File: src/rtl/i2sm_pkg.sv
package i2sm_pkg;
  localparam int XFER_W = 32;
  localparam int LEN_W  = $clog2(XFER_W);
  localparam int CNT_W  = LEN_W + 1;

  function automatic logic [CNT_W-1:0] slot_bits(input logic [LEN_W-1:0] word_m1);
    return {1'b0, word_m1} + CNT_W'(1);
  endfunction

  function automatic logic [CNT_W-1:0] sample_bits(input logic [LEN_W-1:0] word_m1,
                                                   input logic [LEN_W-1:0] sample_m1);
    if (sample_m1 == '0 || sample_m1 > word_m1) return slot_bits(word_m1);
    return {1'b0, sample_m1} + CNT_W'(1);
  endfunction

  function automatic logic [CNT_W-1:0] sample_start(input logic [CNT_W-1:0] slot,
                                                    input logic [CNT_W-1:0] smp,
                                                    input logic tail);
    return tail ? slot - smp : '0;
  endfunction

  function automatic logic in_sample(input logic [LEN_W-1:0] pos,
                                     input logic [CNT_W-1:0] start,
                                     input logic [CNT_W-1:0] len);
    return ({1'b0, pos} >= start) && ({1'b0, pos} < start + len);
  endfunction

  function automatic logic [XFER_W-1:0] left_align(input logic [XFER_W-1:0] v,
                                                   input logic [CNT_W-1:0] len);
    return v << (CNT_W'(XFER_W) - len);
  endfunction

  function automatic logic ws_level(input logic ch, input logic [LEN_W-1:0] pos,
                                    input logic [CNT_W-1:0] slot, input logic justified);
    if (justified) return ch;
    return ({1'b0, pos} == slot - CNT_W'(1)) ? ~ch : ch;
  endfunction
endpackage

File: src/rtl/i2sm_bitclk.sv
module i2sm_bitclk #(
  parameter int DIV_W = 16
) (
  input  logic             clk,
  input  logic             rst_n,
  input  logic             en,
  input  logic [DIV_W-1:0] div,
  output logic             sck,
  output logic             fall_evt,
  output logic             rise_evt
);
  logic [DIV_W-1:0] cnt;
  logic             tick;

  assign tick     = en && (cnt == div);
  assign fall_evt = tick && sck;
  assign rise_evt = tick && !sck;

  always_ff @(posedge clk or negedge rst_n) begin
    if (!rst_n) begin
      cnt <= '0;
      sck <= 1'b1;
    end else if (!en) begin
      cnt <= '0;
      sck <= 1'b1;
    end else if (tick) begin
      cnt <= '0;
      sck <= ~sck;
    end else begin
      cnt <= cnt + 1'b1;
    end
  end

  // bit clock parks high whenever the block is disabled
  assert_idle_high_R11: assert property (@(posedge clk) disable iff (!rst_n)
    !en |=> sck);
endmodule

File: src/rtl/i2sm_framer.sv
module i2sm_framer
  import i2sm_pkg::*;
(
  input  logic             clk,
  input  logic             rst_n,
  input  logic             en,
  input  logic             fall_evt,
  input  logic [CNT_W-1:0] slot_len,
  output logic [LEN_W-1:0] pos,
  output logic             ch,
  output logic             run,
  output logic [LEN_W-1:0] nxt_pos,
  output logic             nxt_ch
);
  logic last;

  assign last    = ({1'b0, pos} >= slot_len - CNT_W'(1));
  assign nxt_pos = last ? '0 : pos + 1'b1;
  assign nxt_ch  = last ? ~ch : ch;

  always_ff @(posedge clk or negedge rst_n) begin
    if (!rst_n) begin
      pos <= '0;
      ch  <= 1'b1;
      run <= 1'b0;
    end else if (!en) begin
      pos <= LEN_W'(slot_len - CNT_W'(1));
      ch  <= 1'b1;
      run <= 1'b0;
    end else if (fall_evt) begin
      pos <= nxt_pos;
      ch  <= nxt_ch;
      run <= 1'b1;
    end
  end

  // the bit position never leaves the programmed slot
  assert_pos_in_slot_R2: assert property (@(posedge clk) disable iff (!rst_n)
    en && run |-> ({1'b0, pos} < slot_len));
endmodule

File: src/rtl/i2sm_txser.sv
module i2sm_txser
  import i2sm_pkg::*;
(
  input  logic              clk,
  input  logic              rst_n,
  input  logic              en,
  input  logic              tx_en,
  input  logic              load_evt,
  input  logic [XFER_W-1:0] tx_data,
  input  logic              tx_valid,
  input  logic              bit_on,
  input  logic [LEN_W-1:0]  bit_idx,
  output logic              tx_ready,
  output logic              sd
);
  localparam logic [LEN_W-1:0] TOP_IDX = LEN_W'(XFER_W - 1);
  logic [XFER_W-1:0] word;

  assign tx_ready = load_evt && tx_en;

  always_ff @(posedge clk or negedge rst_n) begin
    if (!rst_n)        word <= '0;
    else if (!en)      word <= '0;
    else if (load_evt) word <= (tx_en && tx_valid) ? tx_data : '0;
  end

  assign sd = en && tx_en && bit_on && word[TOP_IDX - bit_idx];

  // a slot begun without a valid word is filled with zeros
  assert_zero_fill_R7: assert property (@(posedge clk) disable iff (!rst_n)
    en && load_evt && !tx_valid |=> !sd);
endmodule

File: src/rtl/i2sm_rxdes.sv
module i2sm_rxdes
  import i2sm_pkg::*;
(
  input  logic              clk,
  input  logic              rst_n,
  input  logic              en,
  input  logic              rx_en,
  input  logic              rise_evt,
  input  logic              bit_on,
  input  logic              slot_end,
  input  logic [CNT_W-1:0]  smp_len,
  input  logic              sd_in,
  input  logic              rx_ready,
  output logic [XFER_W-1:0] rx_data,
  output logic              rx_valid
);
  logic [XFER_W-1:0] acc, acc_nx;
  logic              done;

  assign acc_nx = (rise_evt && bit_on) ? {acc[XFER_W-2:0], sd_in} : acc;
  assign done   = rise_evt && slot_end && rx_en;

  always_ff @(posedge clk or negedge rst_n) begin
    if (!rst_n) begin
      acc      <= '0;
      rx_data  <= '0;
      rx_valid <= 1'b0;
    end else if (!en) begin
      acc      <= '0;
      rx_valid <= 1'b0;
    end else begin
      acc <= acc_nx;
      if (done) begin
        rx_data  <= left_align(acc_nx, smp_len);
        rx_valid <= 1'b1;
      end else if (rx_ready) begin
        rx_valid <= 1'b0;
      end
    end
  end

  // a pending word is held until taken
  assert_hold_R9: assert property (@(posedge clk) disable iff (!rst_n)
    en && rx_valid && !rx_ready |=> rx_valid);
  // receive disabled produces no new word
  assert_rx_off_R10: assert property (@(posedge clk) disable iff (!rst_n)
    en && !rx_en && !rx_valid |=> !rx_valid);
endmodule

File: src/rtl/i2s_master_serdes.sv
module i2s_master_serdes
  import i2sm_pkg::*;
#(
  parameter int DIV_W = 16
) (
  input  logic              clk,
  input  logic              rst_n,
  input  logic [DIV_W-1:0]  cfg_div,
  input  logic [LEN_W-1:0]  cfg_word_m1,
  input  logic [LEN_W-1:0]  cfg_sample_m1,
  input  logic              cfg_justified,
  input  logic              cfg_mono,
  input  logic              cfg_tail_place,
  input  logic              en,
  input  logic              tx_en,
  input  logic              rx_en,
  output logic              sck,
  output logic              ws,
  output logic              sd_out,
  input  logic              sd_in,
  input  logic [XFER_W-1:0] tx_data,
  input  logic              tx_valid,
  output logic              tx_ready,
  output logic [XFER_W-1:0] rx_data,
  output logic              rx_valid,
  input  logic              rx_ready
);
  logic             fall_evt, rise_evt, ch, nxt_ch, run;
  logic [LEN_W-1:0] pos, nxt_pos, bit_idx;
  logic [CNT_W-1:0] slen, smp, start;
  logic             active, bit_on, slot_end, load_evt;

  assign slen     = slot_bits(cfg_word_m1);
  assign smp      = sample_bits(cfg_word_m1, cfg_sample_m1);
  assign start    = sample_start(slen, smp, cfg_tail_place);
  assign active   = !cfg_mono || !ch;
  assign bit_on   = active && in_sample(pos, start, smp);
  assign bit_idx  = pos - start[LEN_W-1:0];
  assign slot_end = active && ({1'b0, pos} == slen - CNT_W'(1));
  assign load_evt = fall_evt && (nxt_pos == '0) && (!cfg_mono || !nxt_ch);
  assign ws       = en && run && ws_level(ch, pos, slen, cfg_justified);

  i2sm_bitclk #(.DIV_W(DIV_W)) u_bitclk (
    .clk(clk), .rst_n(rst_n), .en(en), .div(cfg_div),
    .sck(sck), .fall_evt(fall_evt), .rise_evt(rise_evt));

  i2sm_framer u_framer (
    .clk(clk), .rst_n(rst_n), .en(en), .fall_evt(fall_evt), .slot_len(slen),
    .pos(pos), .ch(ch), .run(run), .nxt_pos(nxt_pos), .nxt_ch(nxt_ch));

  i2sm_txser u_tx (
    .clk(clk), .rst_n(rst_n), .en(en), .tx_en(tx_en), .load_evt(load_evt),
    .tx_data(tx_data), .tx_valid(tx_valid), .bit_on(bit_on), .bit_idx(bit_idx),
    .tx_ready(tx_ready), .sd(sd_out));

  i2sm_rxdes u_rx (
    .clk(clk), .rst_n(rst_n), .en(en), .rx_en(rx_en), .rise_evt(rise_evt),
    .bit_on(bit_on), .slot_end(slot_end), .smp_len(smp), .sd_in(sd_in),
    .rx_ready(rx_ready), .rx_data(rx_data), .rx_valid(rx_valid));

  // delayed framing moves ws as the last bit of a slot begins
  assert_ws_delayed_R3: assert property (@(posedge clk) disable iff (!rst_n)
    en && $past(en) && run && $past(run) && !cfg_justified && $stable(cfg_justified)
    && !$stable(ws) |-> ({1'b0, pos} == slen - CNT_W'(1)));
  // justified framing moves ws together with the first bit of a slot
  assert_ws_justified_R2: assert property (@(posedge clk) disable iff (!rst_n)
    en && $past(en) && run && $past(run) && cfg_justified && $stable(cfg_justified)
    && !$stable(ws) |-> (pos == '0));
  // serial data moves only after a falling bit-clock edge
  assert_sd_on_fall_R4: assert property (@(posedge clk) disable iff (!rst_n)
    en && $past(en) && $stable(tx_en) && !$stable(sd_out) |-> $past(fall_evt));
  // the right slot stays silent in mono framing
  assert_mono_quiet_R8: assert property (@(posedge clk) disable iff (!rst_n)
    en && cfg_mono && ch |-> !sd_out);
  // words are requested only at a falling bit-clock edge
  assert_ready_on_fall_R7: assert property (@(posedge clk) disable iff (!rst_n)
    tx_ready |-> fall_evt);
  // no handshake while disabled
  assert_idle_quiet_R11: assert property (@(posedge clk) disable iff (!rst_n)
    !en |-> !tx_ready && !ws && !sd_out);
endmodule

File: config.mk
export PLATFORM = sky130hd
export DESIGN_NAME = i2s_master_serdes
export DESIGN_NICKNAME = d
export VERILOG_FILES = /design/src/rtl/i2sm_pkg.sv /design/src/rtl/i2sm_bitclk.sv /design/src/rtl/i2sm_framer.sv /design/src/rtl/i2sm_txser.sv /design/src/rtl/i2sm_rxdes.sv /design/src/rtl/i2s_master_serdes.sv
export SDC_FILE = /design/constraint.sdc
export NUM_CORES = 1
export LEC_CHECK = 0
export ABC_CLOCK_PERIOD_IN_PS = 5900
export BUFFER_PORTS_ARGS = -buffer_cell sky130_fd_sc_hd__clkbuf_2
export CORE_MARGIN = 2
export CORE_UTILIZATION = 30
export CTS_CLUSTER_SIZE = 30
export DETAILED_ROUTE_END_ITERATION = 8
export GPL_TIMING_DRIVEN = 0
export HOLD_SLACK_MARGIN = 0.02
export PLACE_DENSITY = 0.5
export SLEW_MARGIN = 20
export SYNTH_ARGS = -nofsm -noshare
export SYNTH_HDL_FRONTEND = slang
export SYNTH_SLANG_ARGS = --single-unit
File: constraint.sdc
create_clock -name clk -period 5.9 [get_ports clk]
set_input_delay 0.295 -clock clk [delete_from_list [all_inputs] [get_ports clk]]
set_output_delay 0.295 -clock clk [all_outputs]
set_load 0.01 [all_outputs]
# Word-level counts from Yosys, hierarchy flattened
# Cells that the tools add are included.
# classes
eq_ne	6
shift	1
reduce_logical	28
n_mux	30
n_lt_le_gt_ge	5
n_addsub	10
n_bitwise	2
# ops
operator	count
32-bit 2-to-1 mux	5
16-bit 2-to-1 mux	2
32-bit by 6-bit << shifter with 32-bit output	1
1-bit logical AND	18
6-bit 2-to-1 mux	3
16-bit by 1-bit adder with 16-bit output (second input constant)	1
16-bit == test	1
1-bit 2-to-1 mux	16
5-bit 2-to-1 mux	3
5-bit by 1-bit adder with 6-bit output (second input constant)	2
5-bit by 6-bit >= comparator with 1-bit output	2
5-bit zero test	2
6-bit adder	1
5-bit by 6-bit == test with 1-bit output	1
5-bit by 6-bit < comparator with 1-bit output	1
5-bit by 6-bit < comparator with 1-bit output (second input constant)	1
2-bit by 1-bit != test with 1-bit output (second input constant)	3
6-bit by 1-bit subtractor with 6-bit output (second input constant)	1
6-bit subtractor	1
6-bit subtractor (first input constant)	1
5-bit by 1-bit adder with 5-bit output (second input constant)	1
1-bit binary-select mux with 5-bit select	1
5-bit > comparator	1
5-bit subtractor	1
other kinds (6)	12
# totals
wordCells	91
output_inout_bits	37
register_bits	121
input_bits	69

# Longest topological paths before layout
# logic_depth
word_depth	13
ltp_mapped	38
ltp_nobuf	32

# Cells and area by module
# From an unflattened synthesis, not the netlist that was laid out.
# unflattened
cells_unflattened	938
hier_area_um2	8854.7
# modules_own_cells
mod	instances	area_per_inst_um2	cells_each	seq_area_each_um2
i2sm_rxdes	1	4346.7	470	1626.6
i2sm_txser	1	1422.6	98	800.8
i2s_master_serdes	1	1386.3	190	0.0
i2sm_bitclk	1	1034.7	105	426.7
i2sm_framer	1	664.4	75	176.4

# Least setup slack after synthesis
# Ideal clock, no wire load.
# synth_path
path_kind	input port to flip-flop
start	input cfg_word_m1[2]
end	register u_rx.rx_data[19]
setup_time_ns	0.075
slack_ns	-1.127
required_time_ns	5.825
cell_stages	34
n_path_buf	4
t_arrival_ns	6.952
cell_sequence	buf_2 -> inv_1 -> ha_1 -> nand3_1 -> nor3_2 -> a21o_4 -> buf_6 -> mux2i_2 -> clkbuf_1 -> ha_1 -> inv_1 -> ha_1 -> a21oi_1 -> nor2_1 -> o21ai_0 -> inv_1 -> ha_1 -> and3_1 -> mux2i_1 -> a21oi_1 -> nor2_1 -> xor2_1 -> ha_1 -> or4_1 -> a21oi_1 -> a31oi_1 -> and4_1 -> buf_6 -> o31ai_4 -> o22ai_2 -> or2_0 -> mux2_4 -> mux4_2 -> o21ai_2
# synth_between
elab_chain_len	13
elab_cells_between_ends	23
cone_classes	add/sub (5); order compare (3); eq/ne (1); shift (1); mux (5); reduce/logical (8)
# synth_rtl
item	line_no	source
start, declared	i2s_master_serdes.sv:9	input logic [LEN_W-1:0] cfg_word_m1,
5-bit > comparator	i2sm_pkg.sv:12	if (sample_m1 == '0 || sample_m1 > word_m1) return slot_bits(word_m1);
1-bit logical OR	i2sm_pkg.sv:12	
1-bit 2-to-1 mux	i2sm_pkg.sv:12	
6-bit 2-to-1 mux	i2sm_pkg.sv:13	return {1'b0, sample_m1} + CNT_W'(1);
6-bit subtractor	i2sm_pkg.sv:19	return tail ? slot - smp : '0;
6-bit 2-to-1 mux	i2sm_pkg.sv:19	
6-bit adder	i2sm_pkg.sv:25	return ({1'b0, pos} >= start) && ({1'b0, pos} < start + len);
5-bit by 6-bit < comparator with 1-bit output	i2sm_pkg.sv:25	
1-bit logical AND	i2sm_pkg.sv:25	
1-bit logical AND	i2s_master_serdes.sv:37	assign bit_on = active && in_sample(pos, start, smp);
1-bit logical AND	i2sm_rxdes.sv:20	assign acc_nx = (rise_evt && bit_on) ? {acc[XFER_W-2:0], sd_in} : acc;
32-bit 2-to-1 mux	i2sm_rxdes.sv:20	
32-bit by 6-bit << shifter with 32-bit output	i2sm_pkg.sv:30	return v << (CNT_W'(XFER_W) - len);
end signal, assigned	i2sm_rxdes.sv:34	rx_data <= left_align(acc_nx, smp_len);
end, declared	i2sm_rxdes.sv:14	output logic [XFER_W-1:0] rx_data,
# Parallel ways exist; a longest one is shown, timed or not. The select of a mux whose other input is x is not followed.
# A chain may end at the register's enable or synchronous reset.

# Final worst setup path
# layout_path
start	input cfg_word_m1[1]
end	register u_rx.rx_data[18]
# The elaborated chain is that of the path after synthesis.

==> summary.txt <==
Route
  – Routed vias: 9,142
  – Avg Vias per Cell: 5.57
  – Initial drt markers: 776
  – WL/cell: 20.2 um
  – Residual DRC: 0
  – DRT Wirelength: 33,100 um
  – Remaining antenna violation count: 0
  – DR pass1 iterations: 7

STA
  – Min Tclk post-route: 5.96 ns
  – Final Slew Violations: 0
  – Final Hold Vio Count: 0
  – Slew margin rel.: 0.298
  – Actual slew at the worst max-slew pin: 1.05 ns
  – Fmax achieved: 0.168 GHz
  – RSZ-0062 raised after global routing: true
  – Hold slack final: 0.0795 ns
  – Final WS setup: -0.0581 ns
  – Final setup vio count: 9
  – Period utilization: 1.01
  – Setup Skew: 0.0138 ns

Clock tree
  – H-tree depth: 4
  – CTS tree: built
  – Clock-pin slew on the worst setup and hold paths: 0.06 ns
  – Clk buf depth: 2
  – Skew-Pair Late Insertion Delay: 0.44 ns
  – Num CTS Buffers: 17
  – TritonCTS Sinks: 121
  – CTS root buf: clkbuf_16

Final layout
  – Share of cells above drive strength 1: 0.306
  – Layout Nets: 1,339
  – Sequential cell area: 3030 um^2
  – N_diodes: 0
  – P&R area growth vs syn: 32.9%
  – Post-route cell area: 12,500 um^2
  – Final Util: 0.406
  – Area of the multi-input gates: 6610 um^2
  – FILL cells: 3,042

Critical path
  – CP Launch Type: input pin
  – CP required: 6.20 ns
  – Most frequent CP cell: ha_4
  – Max stage delay cell, worst path: or4_4
  – CP Capture Type: flip-flop
  – Crit Path Class: in -> reg
  – Worst Path Max Fanout: 6
  – Crit path largest cell delay: 0.42 ns
  – Crit path DAT: 6.26 ns

Logic synthesis
  – Post-Synthesis Cells: 1,053
  – Commonest register cell after synthesis: dfrtp_1
  – Post-synthesis sequential area ratio: 0.323
  – EDFF count, synth: 0
  – YS warnings: 0
  – Net Count, Synth: 1,160
  – Mean cell area of the mapped netlist: 8.90 um^2
  – Post-Syn Area: 9370 um^2
  – Synth cell types: 101
  – Synth Register Bits: 121
  – FFs w/ async S/R, synth: 1.00

Floorplanning
  – # IOs: 106
  – Die area: 32,700 um^2
  – Site Rows: 64
  – Die width: 181 um
  – Core Box Area: 30,700 um^2
  – Die height: 181 um
  – Starting Density: 0.306

Global routing
  – Initial antenna violation count: 0
  – GRT Total Usage: 0.201
  – Largest net degree at the start of global routing: 87
  – Vias in the first global route: 8,983
  – First-pass GRT wire length: 52,200 um
  – Total gr overflow: 0

Placement
  – Place WS: -1.75 ns
  – Hpwl dp: 24,600 um
  – # port buffers: 104
  – Routability cong.: 0.948
  – Cell Area, Placed: 10,700 um^2

Power
  – Final Total Pwr: 0.00320 W
  – VDD IR max: 0.208 mV
  – Leak: 5.09 nW
  – P per Cell Area: 257 nW/um^2

Hold path
  – Worst hold path class: in -> reg

Status
  – Status: finished with violations
  – Failing checks: setup timing

Job
  – Max-Cap Viols: 0
[stage by stage]
step           TNS (ns)  cells
2_1_floorplan     -4.36   1053
3_3_place_gp     -85.63   1553
3_5_place_dp     -87.25   1554
4_1_cts          -0.285   1626
5_1_grt           -4.65   1640
6_report         -0.277   1640
[cells in the final DEF (no fill, tap or decap), types with 13 or more instances in the layout]
| cell | instances |
|---|---|
| dfrtp_1 | 119 |
| nor2_1 | 69 |
| ha_1 | 25 |
| o21ai_1 | 15 |
| inv_1 | 34 |
| nor3_1 | 13 |
| nand3_1 | 35 |
| nand2_1 | 134 |
| a21oi_1 | 45 |
| o21ai_0 | 26 |
| mux4_2 | 17 |
| clkbuf_2 | 95 |
| buf_4 | 46 |
| xnor2_1 | 39 |
| a22o_1 | 37 |
| a21boi_0 | 32 |
| clkbuf_1 | 37 |
| xor2_1 | 14 |
| a21oi_2 | 18 |
| clkbuf_16 | 23 |
| o211ai_1 | 18 |
| nand4_1 | 15 |
[critical path: cells and delay by family]
family / cells / cell delay, ns
xor gates and xnor gates: 1 / 0.17
muxes: 2 / 0.28
AOI/OAI and AO/OA: 12 / 2.23
and+or+nand+nor: 8 / 1.08
buffers and inverters: 10 / 1.08
adders and majority gates: 5 / 1.08
[layer usage]
metal  share of wire  global-route usage  up-vias  wire (um)
li1                -                   -     4286          -
met1            0.46               0.284     4437      15400
met2            0.45               0.308      343      14800
met3           0.060              0.0357       76       1980
met4           0.031              0.0758        0       1020
met5               0                   0        -          0
[synth_stat cells, types with 3 or more instances]
master / count / area, um^2
nand2_1: 137 / 514
dfrtp_1: 119 / 2980
nor2_1: 78 / 293
a21oi_1: 63 / 315
o21ai_0: 45 / 225
inv_1: 43 / 161
xnor2_1: 40 / 350
clkbuf_1: 39 / 146
a22o_1: 37 / 324
ha_1: 37 / 463
nand3_1: 37 / 185
a21boi_0: 32 / 240
mux2i_1: 21 / 210
o211ai_1: 18 / 135
mux4_2: 17 / 383
nor3_1: 17 / 85.1
nand4_1: 15 / 93.8
xor2_1: 14 / 123
o22ai_1: 12 / 75.1
o221ai_1: 11 / 96.3
o31ai_1: 10 / 75.1
a21o_1: 9 / 67.6
and2_1: 9 / 56.3
nor4_1: 9 / 56.3
or3_1: 9 / 56.3
buf_2: 8 / 40.0
nor2b_1: 8 / 50.1
a221o_1: 7 / 70.1
a22oi_1: 7 / 52.6
buf_6: 7 / 78.8
nand2b_1: 7 / 43.8
a211o_1: 6 / 52.6
a211oi_1: 6 / 45.0
a221oi_1: 6 / 52.6
and3_1: 6 / 37.5
a31oi_1: 5 / 31.3
mux2_2: 5 / 56.3
o21a_1: 4 / 30.0
o21ai_1: 4 / 20.0
o221a_2: 4 / 45.0
a2bb2oi_1: 3 / 26.3
o2111ai_1: 3 / 26.3
o22a_2: 3 / 30.0
or2_1: 3 / 18.8
[worst paths after layout]
check                                             from                            to  slack (ns)  depth (start not counted)
setup / recovery                        cfg_word_m1[1]  u_rx.rx_data[18]$_DFFE_PN0P_       -0.06                         38
min in group asynchronous                        rst_n     u_rx.rx_valid$_DFFE_PN0P_        0.34                          2
hold reg to reg            u_rx.rx_data[1]$_DFFE_PN0P_   u_rx.rx_data[1]$_DFFE_PN0P_        0.48                          2
hold / removal                             tx_data[16]     u_tx.word[16]$_DFFE_PN0P_        0.08                          2
max in group asynchronous                        rst_n        u_rx.acc[17]$_DFF_PN0_        4.81                          3
setup reg to reg             u_bitclk.cnt[0]$_DFF_PN0_  u_rx.rx_data[31]$_DFFE_PN0P_        1.02                         12
[area by class of cell]
| type | count | area share |
|---|---|---|
| clock inverter | 13 | 0.00784 |
| inverter | 43 | 0.0144 |
| sequential | 121 | 0.243 |
| clock buffer | 18 | 0.0345 |
| tap | 396 | 0.0398 |
| timing repair buffer | 161 | 0.0967 |
| buffer | 60 | 0.0326 |
| multi-input combinational | 828 | 0.531 |
[power breakdown]
part           switching [W]  total, W  leakage (nW)  internal (W)
Combinational       0.000799   0.00138          3.17      0.000586
Clock               0.000432  0.000968         0.249      0.000536
Sequential         0.0000156  0.000852          1.67      0.000836
Total                0.00125   0.00320          5.09       0.00196
[registers in the layout, indices dropped and copies added (netlist names)]
| signal | cells |
|---|---|
| u_rx.rx_valid | 1 |
| u_rx.acc | 32 |
| u_framer.run | 1 |
| u_bitclk.cnt | 16 |
| u_tx.word | 32 |
| u_bitclk.sck | 1 |
| u_framer.pos | 5 |
| u_rx.rx_data | 32 |
| u_framer.ch | 1 |
[logic make-up (layout without fill, tap and decap cells)]
group	count (synthesis)	count (layout)	synth area share
fa+ha+maj	38	38	0.0515
simple gates	360	360	0.187
xor+xnor	54	54	0.0505
buf+inv	104	295	0.0543
flops	121	121	0.323
mux	46	46	0.0736
compound gates	330	330	0.260
[what timing repair did]
action / in CTS / in global routing
endpoints found under the setup margin: 64 / 46
setup buffers: 38 / 16
hold buffers: 1 / 0
pin swaps: 35 / 51
gates cloned: 3 / 0
resized for setup: 68 / 88
hold endpoints to repair: 35 / 0
Power figures use the tool's default switching activity.
